==> config.mk <==
export PLATFORM = sky130hd
export DESIGN_NAME = sr_rx_top
export DESIGN_NICKNAME = d
export VERILOG_FILES = /design/src/rtl/sr_rx_pkg.sv /design/src/rtl/sr_rx_shift.sv /design/src/rtl/sr_rx_stage.sv /design/src/rtl/sr_rx_regif.sv /design/src/rtl/sr_rx_top.sv
export SDC_FILE = /design/constraint.sdc
export NUM_CORES = 1
export LEC_CHECK = 0
export BUFFER_PORTS_ARGS = -buffer_cell sky130_fd_sc_hd__buf_2
export CORE_ASPECT_RATIO = 0.6
export CORE_MARGIN = 8
export CORE_UTILIZATION = 45
export CTS_CLUSTER_DIAMETER = 150
export DETAILED_ROUTE_END_ITERATION = 10
export PLACE_DENSITY = 0.61
export SETUP_SLACK_MARGIN = 0.4
export SYNTH_ARGS = -nofsm -noshare
export SYNTH_HDL_FRONTEND = slang
export SYNTH_SLANG_ARGS = --single-unit
==> constraint.sdc <==
create_clock -name clk -period 3.05 [get_ports clk]
set_clock_uncertainty 0.2 [all_clocks]
set_input_delay 0.7625 -clock clk [delete_from_list [all_inputs] [get_ports clk]]
set_output_delay 0.7625 -clock clk [all_outputs]
set_load 0.05 [all_outputs]
==> src/rtl/sr_rx_pkg.sv <==
package sr_rx_pkg;
    typedef enum logic {
        ADDR_DATA = 1'b0,
        ADDR_CTRL = 1'b1
    } rx_addr_e;

    localparam int STAT_EN_BIT  = 0;
    localparam int STAT_RDY_BIT = 1;
    localparam int STAT_OVR_BIT = 2;
    localparam int STAT_BITS    = 3;
endpackage

==> src/rtl/sr_rx_shift.sv <==
module sr_rx_shift #(
    parameter int W = 16
) (
    input  logic         clk,
    input  logic         rst_n,
    input  logic         rcv_en,
    input  logic         bit_stb,
    input  logic         fsync,
    input  logic         din,
    input  logic         take,
    output logic [W-1:0] rsr,
    output logic         rsr_full
);
    localparam int CNT_W = (W > 1) ? $clog2(W) : 1;
    localparam logic [CNT_W-1:0] LAST = CNT_W'(W - 1);

    typedef struct packed {
        logic             armed;
        logic [CNT_W-1:0] cnt;
        logic [W-1:0]     sr;
        logic             full;
    } shift_st_t;

    shift_st_t st_d, st_q;

    always_comb begin
        st_d = st_q;
        if (!rcv_en) begin
            st_d = '0;
        end else if (bit_stb && fsync) begin
            st_d.armed = 1'b1;
            st_d.cnt   = '0;
            if (take) st_d.full = 1'b0;
        end else if (bit_stb && st_q.armed) begin
            st_d.sr  = {st_q.sr[W-2:0], din};
            st_d.cnt = st_q.cnt + 1'b1;
            if (st_q.cnt == LAST) begin
                st_d.full  = 1'b1;
                st_d.armed = 1'b0;
                st_d.cnt   = '0;
            end else begin
                st_d.full = 1'b0;
            end
        end else if (take) begin
            st_d.full = 1'b0;
        end
    end

    always_ff @(posedge clk) begin
        if (!rst_n) st_q <= '0;
        else        st_q <= st_d;
    end

    assign rsr      = st_q.sr;
    assign rsr_full = st_q.full;

    a_r2_full_after_last_bit: assert property (@(posedge clk) disable iff (!rst_n)
        $rose(st_q.full) |-> $past(bit_stb && st_q.armed && rcv_en));

    a_r11_idle_when_disabled: assert property (@(posedge clk) disable iff (!rst_n)
        !rcv_en |=> !st_q.full && !st_q.armed);
endmodule

==> src/rtl/sr_rx_stage.sv <==
module sr_rx_stage #(
    parameter int W = 16
) (
    input  logic         clk,
    input  logic         rst_n,
    input  logic         rcv_en,
    input  logic [W-1:0] rsr,
    input  logic         rsr_full,
    input  logic         host_rd,
    output logic         take,
    output logic [W-1:0] drr,
    output logic         ready,
    output logic         overrun,
    output logic         dma_evt
);
    typedef struct packed {
        logic [W-1:0] rbr;
        logic         rbr_full;
        logic [W-1:0] drr;
        logic         ready;
        logic         ovr;
        logic         evt;
    } stage_st_t;

    stage_st_t st_d, st_q;
    logic copy_now;
    logic move_now;

    always_comb begin
        copy_now = rcv_en && st_q.rbr_full && !st_q.ready;
        move_now = rcv_en && rsr_full && (!st_q.rbr_full || copy_now);
        st_d     = st_q;
        st_d.evt = 1'b0;
        if (!rcv_en) begin
            st_d = '0;
        end else begin
            if (copy_now) begin
                st_d.drr      = st_q.rbr;
                st_d.ready    = 1'b1;
                st_d.rbr_full = 1'b0;
                st_d.evt      = 1'b1;
            end else if (host_rd) begin
                st_d.ready = 1'b0;
            end
            if (move_now) begin
                st_d.rbr      = rsr;
                st_d.rbr_full = 1'b1;
            end
            if (host_rd) begin
                st_d.ovr = 1'b0;
            end else if (st_q.ready && st_q.rbr_full && rsr_full) begin
                st_d.ovr = 1'b1;
            end
        end
    end

    always_ff @(posedge clk) begin
        if (!rst_n) st_q <= '0;
        else        st_q <= st_d;
    end

    assign take    = move_now;
    assign drr     = st_q.drr;
    assign ready   = st_q.ready;
    assign overrun = st_q.ovr;
    assign dma_evt = st_q.evt;

    a_r4_ready_holds: assert property (@(posedge clk) disable iff (!rst_n)
        st_q.ready && !host_rd && rcv_en |=> st_q.ready);

    a_r5_ovr_needs_three: assert property (@(posedge clk) disable iff (!rst_n)
        $rose(st_q.ovr) |-> $past(st_q.ready && st_q.rbr_full && rsr_full));

    a_r5_ovr_implies_ready: assert property (@(posedge clk) disable iff (!rst_n)
        st_q.ovr |-> st_q.ready);

    a_r3_drr_only_on_copy: assert property (@(posedge clk) disable iff (!rst_n)
        !$stable(st_q.drr) |-> $rose(st_q.ready) || !$past(rcv_en));

    a_r8_evt_on_ready_rise: assert property (@(posedge clk) disable iff (!rst_n)
        st_q.evt |-> st_q.ready && !$past(st_q.ready));

    a_r8_rise_gives_evt: assert property (@(posedge clk) disable iff (!rst_n)
        $rose(st_q.ready) |-> st_q.evt);
endmodule

==> src/rtl/sr_rx_regif.sv <==
module sr_rx_regif #(
    parameter int W = 16
) (
    input  logic         clk,
    input  logic         rst_n,
    input  logic         reg_addr,
    input  logic         reg_wr,
    input  logic         wdata_en,
    input  logic         reg_rd,
    input  logic [W-1:0] drr,
    input  logic         ready,
    input  logic         overrun,
    output logic         rcv_en,
    output logic         host_rd,
    output logic [W-1:0] rdata
);
    import sr_rx_pkg::*;

    typedef struct packed {
        logic en;
    } ctl_st_t;

    ctl_st_t st_d, st_q;
    logic [STAT_BITS-1:0] stat;

    always_comb begin
        st_d = st_q;
        if (reg_wr && rx_addr_e'(reg_addr) == ADDR_CTRL) st_d.en = wdata_en;
        stat               = '0;
        stat[STAT_EN_BIT]  = st_q.en;
        stat[STAT_RDY_BIT] = ready;
        stat[STAT_OVR_BIT] = overrun;
        if (rx_addr_e'(reg_addr) == ADDR_DATA) rdata = drr;
        else                                   rdata = W'(stat);
    end

    always_ff @(posedge clk) begin
        if (!rst_n) st_q <= '0;
        else        st_q <= st_d;
    end

    assign rcv_en  = st_q.en;
    assign host_rd = reg_rd && (rx_addr_e'(reg_addr) == ADDR_DATA);

    a_r9_enable_follows_write: assert property (@(posedge clk) disable iff (!rst_n)
        reg_wr && reg_addr |=> rcv_en == $past(wdata_en));
endmodule

==> src/rtl/sr_rx_top.sv <==
module sr_rx_top #(
    parameter int W = 16
) (
    input  logic         clk,
    input  logic         rst_n,
    input  logic         rx_bit_stb,
    input  logic         rx_fsync,
    input  logic         rx_din,
    input  logic         reg_addr,
    input  logic         reg_wr,
    input  logic         ctl_en_wdata,
    input  logic         reg_rd,
    output logic [W-1:0] reg_rdata,
    output logic         rx_ready,
    output logic         dma_evt
);
    logic         rcv_en;
    logic         host_rd;
    logic         take;
    logic [W-1:0] rsr;
    logic         rsr_full;
    logic [W-1:0] drr;
    logic         overrun;

    sr_rx_shift #(.W(W)) i_shift (
        .clk      (clk),
        .rst_n    (rst_n),
        .rcv_en   (rcv_en),
        .bit_stb  (rx_bit_stb),
        .fsync    (rx_fsync),
        .din      (rx_din),
        .take     (take),
        .rsr      (rsr),
        .rsr_full (rsr_full)
    );

    sr_rx_stage #(.W(W)) i_stage (
        .clk      (clk),
        .rst_n    (rst_n),
        .rcv_en   (rcv_en),
        .rsr      (rsr),
        .rsr_full (rsr_full),
        .host_rd  (host_rd),
        .take     (take),
        .drr      (drr),
        .ready    (rx_ready),
        .overrun  (overrun),
        .dma_evt  (dma_evt)
    );

    sr_rx_regif #(.W(W)) i_regif (
        .clk      (clk),
        .rst_n    (rst_n),
        .reg_addr (reg_addr),
        .reg_wr   (reg_wr),
        .wdata_en (ctl_en_wdata),
        .reg_rd   (reg_rd),
        .drr      (drr),
        .ready    (rx_ready),
        .overrun  (overrun),
        .rcv_en   (rcv_en),
        .host_rd  (host_rd),
        .rdata    (reg_rdata)
    );

    a_r1_reset_quiet: assert property (@(posedge clk)
        !rst_n |=> !rx_ready && !dma_evt);
endmodule

# ---- Word level (Yosys, flattened, before mapping)
# Index checks and enable logic that the tools add are counted.
dict set report word_totals {
  register_bits 59
  input_bits 9
  output_inout_bits 18
  elab_cells 52
}
dict set report classes {
  n_addsub 1
  eq_ne 1
  mux 13
  bitwise_logic 4
  reduce_logical 22
}
# operator count
set ops {}
lappend ops {{21-bit 2-to-1 mux} 1}
lappend ops {{17-bit 2-to-1 mux} 1}
lappend ops {{16-bit 2-to-1 mux} 1}
lappend ops {{1-bit logical AND} 10}
lappend ops {{5-bit 2-to-1 mux} 2}
lappend ops {{1-bit 2-to-1 mux} 8}
lappend ops {{2-bit nonzero test} 4}
lappend ops {{2-bit AND reduction} 3}
lappend ops {{3-bit OR reduction} 2}
lappend ops {{4-bit by 1-bit adder with 4-bit output, second input constant} 1}
lappend ops {{4-bit equality test, second input constant} 1}
lappend ops {{1-bit inverter} 4}
lappend ops {{1-bit logical NOT} 2}
lappend ops {{1-bit logical OR} 1}

# ---- Logic depth before layout (Yosys ltp)
# Gate-level depths: netlist of run 1.
dict set report logic_depth {
  depth_word 7
  mapped_depth 6
  ltp_nobuf 4
}

# ---- By module
# A second synthesis of run 1 with hierarchy kept.
dict set report hier_totals {
  cells_unflattened 301
  area_unflattened_um2 2618.8
}
# mod instances cells_per_inst area_per_inst_um2 seq_area_each_um2
set by_module_without_submodules {}
lappend by_module_without_submodules {sr_rx_stage 1 156 1457.6 720.7}
lappend by_module_without_submodules {sr_rx_shift 1 121 964.7 440.4}
lappend by_module_without_submodules {sr_rx_regif 1 24 196.4 20.0}

# ---- Worst setup path after synthesis of run 1
# OpenSTA, ideal clock, no wires.
dict set report synth_path {
  path_kind {input -> output}
  start {input port reg_addr}
  end {output port reg_rdata[10]}
  arrival_time_ps 1834
  required_time_ps 2088
  path_slack_ps 254
  cell_stages 3
  path_buffers 2
  cell_sequence {buf_2 -> clkbuf_1 -> nor2b_1}
}
dict set report synth_between {
  elab_chain_len 1
}
# element line_no
set synth_rtl {}
lappend synth_rtl {{start: declaration} sr_rx_top.sv:9} ;# input logic reg_addr,
lappend synth_rtl {{16-bit 2-to-1 mux} sr_rx_regif.sv:33} ;# if (rx_addr_e'(reg_addr) == ADDR_DATA) rdata = drr;
lappend synth_rtl {{end: declaration} sr_rx_top.sv:13} ;# output logic [W-1:0] reg_rdata,
# No other way between the ends.

# ---- Worst setup path in the final report of run 1
dict set report layout_path {
  start {input port reg_addr}
  end {output port reg_rdata[2]}
}
# The elaborated chain is that of the path after synthesis.

==> reports/results.ini, run 1 <==
[outcome]
status = finished, final reports clean

[placed_design]
post-place-cells = 358
dp_hpwl_mm = 3.33
place.gp.congestion = 0.731
portBuffers = 26

[grt]
grt_remaining_overflow = 0
antenna_found_initial = 0
grt_usage_pct = 13.1
grt_pass1_vias = 1548
grt_max_degree = 41
grt_pass1_wl_mm = 8.12

[sta]
fin_crit_ns = 2.59
finalHoldViolations = 0
setup_tns_ns = 0
rsz0062_at_grt = false
period_share_pct = 84.9
setup_viol = 0
fmax_ghz = 0.386
maxSlewHeadroom_pct = 56.6
worst_slew_pin_slew_ns = 0.649
drv_slew = 0

[floorplan]
die-area_um2 = 7960
fp.dieW_um = 110
start_util_pct = 46.9
core_area_um2 = 5080
pin_count = 27
rows = 20
fp.dieH_um = 72.4

[setup_path]
rr_startpoint = i_regif.rcv_en$_SDFFE_PN0P_
rr_worst_depth = 3
arrival_ns = 1.63
crit_fanout = 19
worstReg2RegEnd = i_stage.overrun$_SDFFE_PP0P_
crit_type = in -> out
cp-start-kind = primary input
crit_path_end_kind = primary output
cp.required_ns = 2.09
r2r_setup_slack_ns = 1.20

[yosys]
ys_types = 31
syn-num-nets = 296
yosysSeqAreaShare_pct = 49.6
synth-seq-cells = 59
syn_avg_cell_area_um2 = 8.33
syn_area_um2 = 2380
yosys_warnings = 0
netlist_instances = 286

[clock_tree]
cts_setup_buffers = 0
cts_made_buffers = 9
cts_resized = 0
clk_pin_slew_worst_paths_ns = 0.07
clock-sinks = 59
root_buffer = clkbuf_8
cts_tree = done
ctsHtreeMaxLevel = 3
insertion_delay_ns = 0.33
hold_buffers = 0
clock_path_buffers = 2

[route]
routed_wl_mm = 4.95
wl_per_cell_um = 13.2
drtPass1Iterations = 4
drt_iter0_drc = 123
vias = 1864
drtAntennaViolNets = 0
viasPerCell = 4.98
drc_errors = 0

[layout]
nNetsFinal = 313
final_cell_mix = nand2_1 (71), dfxtp_1 (59), a21oi_1 (55)
drive_gt1_share_pct = 15.6
area_growth_pct = 10.8
diodes = 0
final-instance-count-excl-fill = 374
layout_commonest_cell = nand2_1

[run]
maxCapViolations = 0

[worst_hold_path]
min-delay-start = i_stage.drr[6]$_SDFFE_PN0P_
min-delay-path-class = reg -> reg
whs_path_depth = 2
holdPathEnd = i_stage.drr[6]$_SDFFE_PN0P_

[power_and_ir_drop]
ir_drop_v = 0.000277
p_leak_nw = 0.878
p_per_area_nw_per_um2 = 565

worst max-delay path: stages:
cell and delay, ns:
buf_2 0.28, mux2_2 0.37, buf_2 0.21
cells by family (layout without fill, tap and decap cells):
kind of cell               count (synthesis)  after routing  synth area share [%]
AOI/OAI and AO/OA                         79             79                  17.1
adders and majority gates                  1              1                 0.525
buffers and inverters                     22             44                  7.35
DFF                                       59             59                  49.6
muxes                                      3              3                  1.42
and+or+nand+nor                          122            122                  24.1
routing by layer:
metal	global-route usage, %	share of wire (%)	up-vias
li1	-	-	1001
met1	21.0	57	817
met2	13.2	33	39
met3	5.48	7.8	7
met4	6.25	1.4	0
met5	0	0	-
registers in the layout, indices dropped and copies added, names as in the netlist:
signal            count
i_regif.rcv_en        1
i_stage.overrun       1
i_stage.drr          16
i_shift.rsr_full      1
i_stage.dma_evt       1
i_stage.st_q         17
i_shift.rsr          16
i_shift.st_q          5
i_stage.ready         1
synth_stat cells:
cell / count / share of area [%]
nand2_1: 71 / 11
dfxtp_1: 59 / 50
a21oi_1: 55 / 12
nand3_1: 20 / 4.2
nor2b_1: 14 / 3.7
o21ai_0: 14 / 2.9
buf_2: 7 / 1.5
buf_6: 6 / 2.8
o21ai_1: 6 / 1.3
nor2_1: 4 / 0.63
clkbuf_1: 3 / 0.47
mux2_2: 3 / 1.4
and2_1: 2 / 0.52
and3b_1: 2 / 0.74
buf_4: 2 / 0.63
nand3b_1: 2 / 0.63
nand3b_2: 2 / 0.94
a211oi_1: 1 / 0.32
a21boi_0: 1 / 0.32
a22oi_1: 1 / 0.32
and2_4: 1 / 0.37
buf_12: 1 / 0.84
buf_8: 1 / 0.63
clkbuf_4: 1 / 0.32
ha_1: 1 / 0.52
inv_1: 1 / 0.16
nand2_4: 1 / 0.47
nor3_1: 1 / 0.21
o2111ai_1: 1 / 0.37
or2_1: 1 / 0.26
or3_1: 1 / 0.26
worst max-delay path by stage:
| stage | startpoint | to | slack, ns | cells after the start |
|---|---|---|---|---|
| 2_1_floorplan | reg_addr | reg_rdata[10] | 0.25 | 3 |
| 3_3_place_gp | reg_addr | reg_rdata[1] | 0.47 | 3 |
| 3_5_place_dp | reg_addr | reg_rdata[2] | 0.45 | 3 |
| 4_1_cts | reg_addr | reg_rdata[2] | 0.45 | 3 |
| 5_1_grt | reg_addr | reg_rdata[2] | 0.40 | 3 |
| 6_report | reg_addr | reg_rdata[2] | 0.46 | 3 |
report_power, final:
| part | total (mW) | switching, mW | leakage [nW] | internal, mW |
|---|---|---|---|---|
| combinational | 0.0255 | 0.0170 | 0.310 | 0.00857 |
| sequential | 0.773 | 0.00204 | 0.475 | 0.771 |
| clock | 0.693 | 0.295 | 0.0926 | 0.398 |
| total | 1.49 | 0.314 | 0.878 | 1.18 |
stage by stage:
stage	power (mW)	area, um2	hold WS (ns)	setup slack [ns]	utilization [%]
floorplan	0.807	2380	0.228	0.254	-
global placement	0.816	2440	0.240	0.474	48.1
detailed placement	0.816	2440	0.246	0.453	48.1
CTS	1.51	2640	0.256	0.449	52.0
global route	1.55	2640	0.271	0.404	52.0
finish	1.49	2640	0.254	0.460	52.0
cell type report:
cell class,instances,area (um2)
Fill cell,512,2440
Multi-Input combinational cell,205,1030
Tap cell,66,82.6
Clock inverter,4,50.0
Timing Repair Buffer,27,150
Inverter,1,3.75
Sequential cell,59,1180
Clock buffer,12,145
No activity file was read; power rests on OpenSTA's default activity.
==> inputs of run 2 (changes only) <==
- PLACE_DENSITY: 0.61 -> 0.63
- clock period: 3.05 -> 2.13 ns (I/O delays scaled with it)
==> reports/results.ini, run 2 (same netlist as run 1, synthesis figures left out) <==
[layout]
top_register = i_stage.st_q  ; unchanged
area_growth_pct = 25.7  ; was 10.8%
nNetsFinal = 321  ; was 313
layout_commonest_cell = nand2_1  ; unchanged
final-instance-count-excl-fill = 382  ; was 374
drive_gt1_share_pct = 23.4  ; was 15.6%
largest_register_ffs = 17  ; unchanged
fin_util_pct = 59.0  ; was 52.0%
final_cell_mix = nand2_1 (71), dfxtp_1 (56), a21oi_1 (55)  ; was nand2_1 (71), dfxtp_1 (59), a21oi_1 (55)
diodes = 0  ; unchanged
nFillCells = 476  ; was 512

[setup_path]
crit_family = multiplexers  ; was buffers and inverters
crit_fanout = 7  ; was 19
r2r_setup_slack_ns = 0.53  ; was 1.20 ns
worst-path-stages = 3  ; unchanged
crit_type = in -> out  ; unchanged
crit_path_end_kind = primary output  ; unchanged
startpoint = reg_addr  ; unchanged
rr_startpoint = i_stage.ready$_SDFFE_PN0P_  ; was i_regif.rcv_en$_SDFFE_PN0P_
rr_worst_depth = 5  ; was 3
arrival_ns = 1.10  ; was 1.63 ns
cp.required_ns = 1.40  ; was 2.09 ns
cpMaxStageDelayCell = mux2_4  ; was mux2_2
cp-start-kind = primary input  ; unchanged
max_stage_delay_ns = 0.30  ; was 0.37 ns
path_buf_inv = 2  ; unchanged
crit_chain = buf_12 -> mux2_4 -> buf_8  ; was buf_2 -> mux2_2 -> buf_2

[power_and_ir_drop]
p_per_area_nw_per_um2 = 767  ; was 565 nW/um2
p_int_mw = 1.84  ; was 1.18 mW
p_leak_nw = 0.969  ; was 0.878 nW
clockPowerShare_pct = 49.5  ; was 46.5%
switching_power_uw = 454  ; was 314 uW
power_mw = 2.30  ; was 1.49 mW
p_seq_share_pct = 48.0  ; was 51.8%
power.share.combinational_pct = 2.5  ; was 1.7%
sw_frac_of_total_pct = 19.7  ; was 21.0%
ir_drop_v = 0.000424  ; was 0.000277 V

[sta]
setup_tns_ns = 0  ; unchanged
fin_crit_ns = 1.83
setup_viol = 0  ; unchanged
drv_slew = 0  ; unchanged
period_share_pct = 86.1
rsz0062_at_grt = true  ; was false
fmax_ghz = 0.545
maxSlewHeadroom_pct = 68.9  ; was 56.6%
finalHoldViolations = 0  ; unchanged
whs_ns = 0.235  ; was 0.254 ns
worst_slew_pin_slew_ns = 0.466  ; was 0.649 ns

[floorplan]
fp.dieW_um = 110  ; unchanged
core_area_um2 = 5080  ; unchanged
fp.dieH_um = 72.4  ; unchanged
pin_count = 27  ; unchanged
start_util_pct = 46.9  ; unchanged
die-area_um2 = 7960  ; unchanged
rows = 20  ; unchanged

[route]
drtPass1Iterations = 5  ; was 4
drc_errors = 0  ; unchanged
met1_length_mm = 2.78  ; was 2.84 mm
drt_iter0_drc = 91  ; was 123
wl_met3_um = 309  ; was 386 um
dr_wl_met2_mm = 1.95  ; was 1.65 mm
routed.top_layer = met4  ; unchanged
drtAntennaViolNets = 0  ; unchanged
routed_wl_mm = 5.08  ; was 4.95 mm
viasPerCell = 4.98  ; about the same
wl_per_cell_um = 13.3  ; was 13.2 um
vias = 1903  ; was 1864

[grt]
grt_usage_pct = 13.6  ; was 13.1%
grt_pass1_vias = 1735  ; was 1548
grt_remaining_overflow = 0  ; unchanged
grt_pass1_wl_mm = 8.49  ; was 8.12 mm
grt_max_degree = 36  ; was 41
antenna_found_initial = 0  ; unchanged

[outcome]
status = finished, final reports clean  ; unchanged

[clock_tree]
hold_buffers = 0  ; unchanged
cts_tree = done  ; unchanged
clk_pin_slew_worst_paths_ns = 0.06  ; was 0.07 ns
insertion_delay_ns = 0.33  ; about the same
root_buffer = clkbuf_8  ; unchanged
clock_path_buffers = 2  ; unchanged
ctsHtreeMaxLevel = 3  ; unchanged
clock-sinks = 59  ; unchanged
cts_made_buffers = 9  ; unchanged

[worst_hold_path]
whs_path_depth = 3  ; was 2
min-delay-path-class = in -> reg  ; was reg -> reg
min-delay-start = rx_din  ; was i_stage.drr[6]$_SDFFE_PN0P_

[placed_design]
portBuffers = 26  ; unchanged
post-place-cells = 364  ; was 358
dp_hpwl_mm = 3.33  ; about the same
place.gp.congestion = 0.724  ; was 0.731

[run]
maxCapViolations = 0  ; unchanged

## run 2: cell type report
type | count | area [um2] | area share, %
multi-input combinational | 205 | 1140 | 38.0
tap | 66 | 82.6 | 2.76
clock buffer | 12 | 155 | 5.18
sequential | 59 | 1190 | 39.6
inverter | 1 | 3.75 | 0.125
timing repair buffer | 35 | 358 | 11.9
clock inverter | 4 | 72.6 | 2.42
## run 2: repair_timing
| action | in CTS | in global routing |
|---|---|---|
| buffers inserted | 2 | 0 |
| endpoints found under the setup margin | 17 | 33 |
| hold endpoints to repair | 0 | 0 |
| resized for setup | 42 | 10 |
## run 2: path summary, 6_finish.rpt
path	endpoint
min reg2reg	i_stage.drr[15]$_SDFFE_PN0P_
max	reg_rdata[2]
min	i_shift.rsr[0]$_SDFFE_PN0P_
max reg2reg	i_stage.drr[13]$_SDFFE_PN0P_
## run 2: power by group through the flow
stage / Combinational (mW) / Sequential [mW] / Clock [mW]
global placement: 0.0508 / 1.13 / 0
finish: 0.0564 / 1.10 / 1.14
global route: 0.0607 / 1.10 / 1.22
detailed placement: 0.0511 / 1.13 / 0
floorplan: 0.0401 / 1.13 / 0
CTS: 0.0558 / 1.10 / 1.16
## run 2: worst register-to-register path, delay by kind of cell, from the launching register on
family	cells	cell delay, ns
buffers and inverters	2	0.27
flip-flops	1	0.34
AO/OA/AOI/OAI	1	0.07
AND/OR/NAND/NOR	2	0.59
## run 2: through the flow
step                instance area, um2  worst slack, ns
finish                            3000            0.296
global route                      3000            0.270
CTS                               2970            0.292
detailed placement                2580            0.129
global placement                  2580            0.156
floorplan                         2510            0.265
## run 2: per-layer routing
metal | vias up | global-route usage, %
li1 | 1017 | -
met1 | 844 | 20.5
met2 | 36 | 16.1
met3 | 6 | 5.66
met4 | 0 | 4.46
met5 | - | 0
